==> src/rtl/mcm_pkg.sv <==
package mcm_pkg;
    localparam int CTL_W    = 5;
    localparam int LINES    = 2;
    localparam int LINE_CAR = 0;
    localparam int LINE_CTS = 1;

    typedef struct packed {
        logic tx_auto;
        logic rx_auto;
        logic int_en;
        logic dtr;
        logic rts;
    } ctl_t;
endpackage

==> src/rtl/mcm_sync.sv <==
module mcm_sync #(
    parameter int STAGES = 2
) (
    input  logic clk,
    input  logic rst_n,
    input  logic d,
    output logic q
);
    logic [STAGES-1:0] sh_d, sh_q;

    always_comb begin
        sh_d = {sh_q[STAGES-2:0], d};
    end

    always_ff @(posedge clk or negedge rst_n) begin
        if (!rst_n) sh_q <= '0;
        else        sh_q <= sh_d;
    end

    assign q = sh_q[STAGES-1];
endmodule

==> src/rtl/mcm_filter.sv <==
module mcm_filter #(
    parameter int CNT_W = 8
) (
    input  logic             clk,
    input  logic             rst_n,
    input  logic             sample,
    input  logic [CNT_W-1:0] min_width,
    output logic             level,
    output logic             accept
);
    typedef struct packed {
        logic             level;
        logic [CNT_W-1:0] cnt;
    } flt_t;

    flt_t flt_d, flt_q;
    logic [CNT_W-1:0] need;
    logic [CNT_W:0]   cnt_inc;

    always_comb begin
        flt_d   = flt_q;
        accept  = 1'b0;
        need    = (min_width == '0) ? CNT_W'(1) : min_width;
        cnt_inc = {1'b0, flt_q.cnt} + 1'b1;
        if (sample != flt_q.level) begin
            if (cnt_inc >= {1'b0, need}) begin
                flt_d.level = sample;
                flt_d.cnt   = '0;
                accept      = 1'b1;
            end else begin
                flt_d.cnt = cnt_inc[CNT_W-1:0];
            end
        end else begin
            flt_d.cnt = '0;
        end
    end

    always_ff @(posedge clk or negedge rst_n) begin
        if (!rst_n) flt_q <= '0;
        else        flt_q <= flt_d;
    end

    assign level = flt_q.level;
endmodule

==> src/rtl/modem_ctl_mon.sv <==
module modem_ctl_mon
    import mcm_pkg::*;
#(
    parameter int CNT_W       = 8,
    parameter int PW_RESET    = 2,
    parameter int SYNC_STAGES = 2
) (
    input  logic             clk,
    input  logic             rst_n,
    input  logic             ctl_we,
    input  logic [4:0]       ctl_wdata,
    input  logic             pw_we,
    input  logic [CNT_W-1:0] pw_wdata,
    input  logic             carrier_in,
    input  logic             cts_in,
    input  logic             rx_en_in,
    input  logic             tx_en_in,
    input  logic             irq_clr,
    output logic             rts_out,
    output logic             dtr_out,
    output logic             rx_run,
    output logic             tx_run,
    output logic [1:0]       stat_lines,
    output logic             irq
);
    typedef struct packed {
        ctl_t             ctl;
        logic [CNT_W-1:0] pw;
        logic [LINES-1:0] stat;
        logic             irq;
    } st_t;

    st_t st_d, st_q;

    logic [LINES-1:0] raw;
    logic [LINES-1:0] synced;
    logic [LINES-1:0] lvl;
    logic [LINES-1:0] acc;

    assign raw[LINE_CAR] = carrier_in;
    assign raw[LINE_CTS] = cts_in;

    for (genvar i = 0; i < LINES; i++) begin : g_line
        mcm_sync #(.STAGES(SYNC_STAGES)) u_sync (
            .clk   (clk),
            .rst_n (rst_n),
            .d     (raw[i]),
            .q     (synced[i])
        );
        mcm_filter #(.CNT_W(CNT_W)) u_flt (
            .clk       (clk),
            .rst_n     (rst_n),
            .sample    (synced[i]),
            .min_width (st_q.pw),
            .level     (lvl[i]),
            .accept    (acc[i])
        );
    end

    always_comb begin
        st_d = st_q;
        if (ctl_we) st_d.ctl = ctl_t'(ctl_wdata[CTL_W-1:0]);
        if (pw_we)  st_d.pw  = pw_wdata;
        if ((|acc) && (!st_q.irq || irq_clr)) st_d.stat = lvl ^ acc;
        st_d.irq = (st_q.irq & ~irq_clr) | ((|acc) & st_q.ctl.int_en);
    end

    always_ff @(posedge clk or negedge rst_n) begin
        if (!rst_n) begin
            st_q      <= '0;
            st_q.pw   <= CNT_W'(PW_RESET);
        end else begin
            st_q <= st_d;
        end
    end

    assign rts_out    = ~st_q.ctl.rts;
    assign dtr_out    = ~st_q.ctl.dtr;
    assign rx_run     = rx_en_in & (~st_q.ctl.rx_auto | lvl[LINE_CAR]);
    assign tx_run     = tx_en_in & (~st_q.ctl.tx_auto | lvl[LINE_CTS]);
    assign stat_lines = st_q.stat;
    assign irq        = st_q.irq;
endmodule

==> config.mk <==
export PLATFORM = sky130hd
export DESIGN_NAME = modem_ctl_mon
export DESIGN_NICKNAME = d
export VERILOG_FILES = /design/src/rtl/mcm_pkg.sv /design/src/rtl/mcm_sync.sv /design/src/rtl/mcm_filter.sv /design/src/rtl/modem_ctl_mon.sv
export SDC_FILE = /design/constraint.sdc
export NUM_CORES = 1
export LEC_CHECK = 0
export ABC_AREA = 1
export BUFFER_PORTS_ARGS = -buffer_cell sky130_fd_sc_hd__buf_2
export CORE_MARGIN = 8
export CORE_UTILIZATION = 25
export CTS_BUF_LIST = sky130_fd_sc_hd__clkbuf_8
export DETAILED_ROUTE_END_ITERATION = 8
export GPL_TIMING_DRIVEN = 0
export PLACE_DENSITY = 0.51
export SLEW_MARGIN = 25
export SYNTH_ARGS = -nofsm -noshare
export SYNTH_HDL_FRONTEND = slang
export SYNTH_SLANG_ARGS = --single-unit
==> constraint.sdc <==
create_clock -name clk -period 6.6 [get_ports clk]
set_clock_uncertainty 0.15 [all_clocks]
set_input_delay 0.66 -clock clk [delete_from_list [all_inputs] [get_ports clk]]
set_output_delay 0.66 -clock clk [all_outputs]
set_load 0.02 [all_outputs]
==> flow_summary.ini <==
[worst_setup_path]
criticalPathCategory = flop to flop
cp-start-kind = flop
cp_max_fo = 8
required_ns = 6.66
r2r_cells = 13
cp-end-kind = flop
arrival_ns = 2.53

[floorplan]
dieArea_um2 = 11100
pin_count = 29
rows = 32
dieWidth_um = 105
dieHeight_um = 105
coreArea_um2 = 7730
start_util_pct = 25.9

[final_layout]
nets = 307
syn2layout_area_growth_pct = 18.6
diodes = 0
drive_gt1_share_pct = 17.9

[timing]
period_needed_ns = 2.48
finalSetupViolations = 0
rsz0062_at_grt = no
fmaxAchievable_ghz = 0.404
finalSetupTns_ns = 0
worst_pin_slew_ns = 0.834
finalMaxSlewViolations = 0
slew_headroom_pct = 44.4
hold_ws_ns = 0.206
timing_hold_violations_final = 0
fin_crit_sh_pct = 37.5

[clock_network]
cts_sinks = 38
cts_root_buffer = clkbuf_8
h-tree-depth = 2
postCtsSetupBuffers = 0
clk_latency_ns = 0.28
cts_buffer_depth = 2
cts_buffers = 5
cts_resized = 0
cts-hold-fix-buffers = 0
cts_tree = done
clk_pin_slew_worst_paths_ns = 0.08

[power]
power_frac_clock_pct = 28.1
p_leak_nw = 1.30
power_density_nw_per_um2 = 289
comb_power_share_pct = 28.8
p_int_w = 0.000457
max-vdd-ir-drop_uv = 104
power_switching_w = 0.000227
p_seq_share_pct = 43.1
switching_share_pct = 33.2

[global_route]
grt-ovfl-total = 0
grt_pass1_vias = 1601
antenna_found_initial = 0
track_usage_pct = 7.36
grt_pass1_wl_um = 6900
grt_max_degree = 39

[yosys]
postSynthCellCount = 233
synth_top_area_share_pct = 46.3
synth-seq-cells = 38
netlist-cell-type-count = 23
syn-num-nets = 273
ys_seq_area_share_pct = 47.7
synthTopCellsByArea = dfrtp_1 (46%), ha_1 (11%), nand2_1 (10%), inv_1 (7.9%), xor2_1 (4.4%)
yosysWarnings = 0
netlist_area_um2 = 2000
synth_top_area_cell = dfrtp_1
avgSynthCellArea_um2 = 8.58

[detailed_routing]
routedWlPerCell_um = 9.96
vias = 1485
ant_nets = 0
drc = 0
drtIter0Drc = 55
drt_wl_total_um = 3690
dr.pass1.iters = 4
vias_per_cell = 4.01

[worst_hold_path]
min_path_cells = 0
worstHoldPathType = flop to flop

[placement]
io_buffer_count = 27
place_congestion = 0.734
dp_hpwl_um = 2950

[run]
max_cap_viol_count = 0

[outcome]
status = completed
stage by stage:
stage                     power (W)  worst slack (ns)  cells  utilization, %  cell area (um2)
after floorplan            0.000441              4.48    233               -             2000
after global placement     0.000496              4.17    362            29.3             2260
after detailed placement   0.000501              4.11    362            29.3             2260
after CTS                  0.000701              4.11    370            30.7             2370
after global routing       0.000744              3.84    370            30.7             2370
final                      0.000684              4.12    370            30.7             2370
Yosys cell counts:
library cell,n
dfrtp_1,37
inv_2,2
nand3_2,2
buf_4,2
xor2_1,10
clkbuf_1,2
inv_1,42
o21ai_0,12
o41ai_1,1
nor2_2,2
dfstp_2,1
ha_1,18
a31oi_1,2
nand2_1,55
xnor2_1,1
o21a_1,2
nand2_2,3
a21oi_1,4
nand3_1,12
o21bai_1,1
mux2_2,1
nor2_1,19
nand4_1,2
worst max-delay path, stage by stage, from the launching register on:
cell and delay [ns]:
dfrtp_1 0.36, inv_1 0.14, nand4_1 0.11, o41ai_1 0.44
ha_1 0.32, inv_1 0.05, nand2_1 0.04, nand3_1 0.07
nand3_1 0.07, nand2_1 0.06, nand2_1 0.05, nand2_1 0.10
nand3_1 0.26, nor2_1 0.18
flip-flops by register name, indices dropped and copies added, names as in the netlist:
register,flops
g_line.u_sync.sh_q,4
stat_lines,2
g_line.u_flt.flt_q,16
irq,1
g_line.u_flt.level,2
st_q,13
logic make-up (layout without fill, tap and decap cells):
family,Yosys count,count (layout),synth area share [%]
flip-flops,38,38,47.7
adder cells (fa/ha/maj),18,18,11.3
AND/OR/NAND/NOR,95,95,20.1
AO/OA/AOI/OAI,22,22,6.20
XOR/XNOR,11,11,4.82
multiplexers,1,1,0.564
buffers and inverters,48,83,9.39
worst paths after layout:
| check | from | to | slack (ns) |
|---|---|---|---|
| max | st_q[8] | g_line[0].u_flt.flt_q[7] | 4.12 |
| min | g_line[0].u_sync.sh_q[0] | g_line[0].u_sync.sh_q[1] | 0.21 |
| max reg2reg | st_q[8] | g_line[0].u_flt.flt_q[7] | 4.12 |
| min reg2reg | g_line[0].u_sync.sh_q[0] | g_line[0].u_sync.sh_q[1] | 0.21 |
| max in group asynchronous | rst_n | st_q[6] | 5.44 |
| min in group asynchronous | rst_n | irq | 0.32 |
layout by cell type (no fill, tap or decap), drive strengths merged:
master	n
o21a	2
o21bai	1
nand4	2
buf	29
o21ai	12
a31oi	2
bufinv	1
mux2	1
clkbuf	7
clkinv	2
o41ai	1
xor2	10
inv	44
a21oi	4
dfstp	1
xnor2	1
dfrtp	37
nand3	14
ha	18
nor2	21
nand2	58
layer usage:
layer	global-route usage, %	wire (um)
met1	9.33	1950
met2	11.4	1470
met3	2.92	245
met4	1.83	19
met5	0	0
layout make-up:
cell class | count | area, um2
fillers | 834 | 5360
flip-flops and latches | 38 | 952
multi-input cells | 147 | 858
inverters | 44 | 165
repair buffers | 27 | 135
well taps | 102 | 128
clock buffers | 5 | 68.8
clock inverters | 3 | 40.0
plain buffers | 4 | 22.5
power by group through the flow:
stage / Clock (W) / Sequential, W / Combinational [W]
floorplan: 0 / 0.000294 / 0.000148
global placement: 0 / 0.000299 / 0.000196
detailed placement: 0 / 0.000299 / 0.000202
CTS: 0.000202 / 0.000295 / 0.000204
global route: 0.000211 / 0.000300 / 0.000233
finish: 0.000192 / 0.000295 / 0.000197
Power figures use the tool's default switching activity.
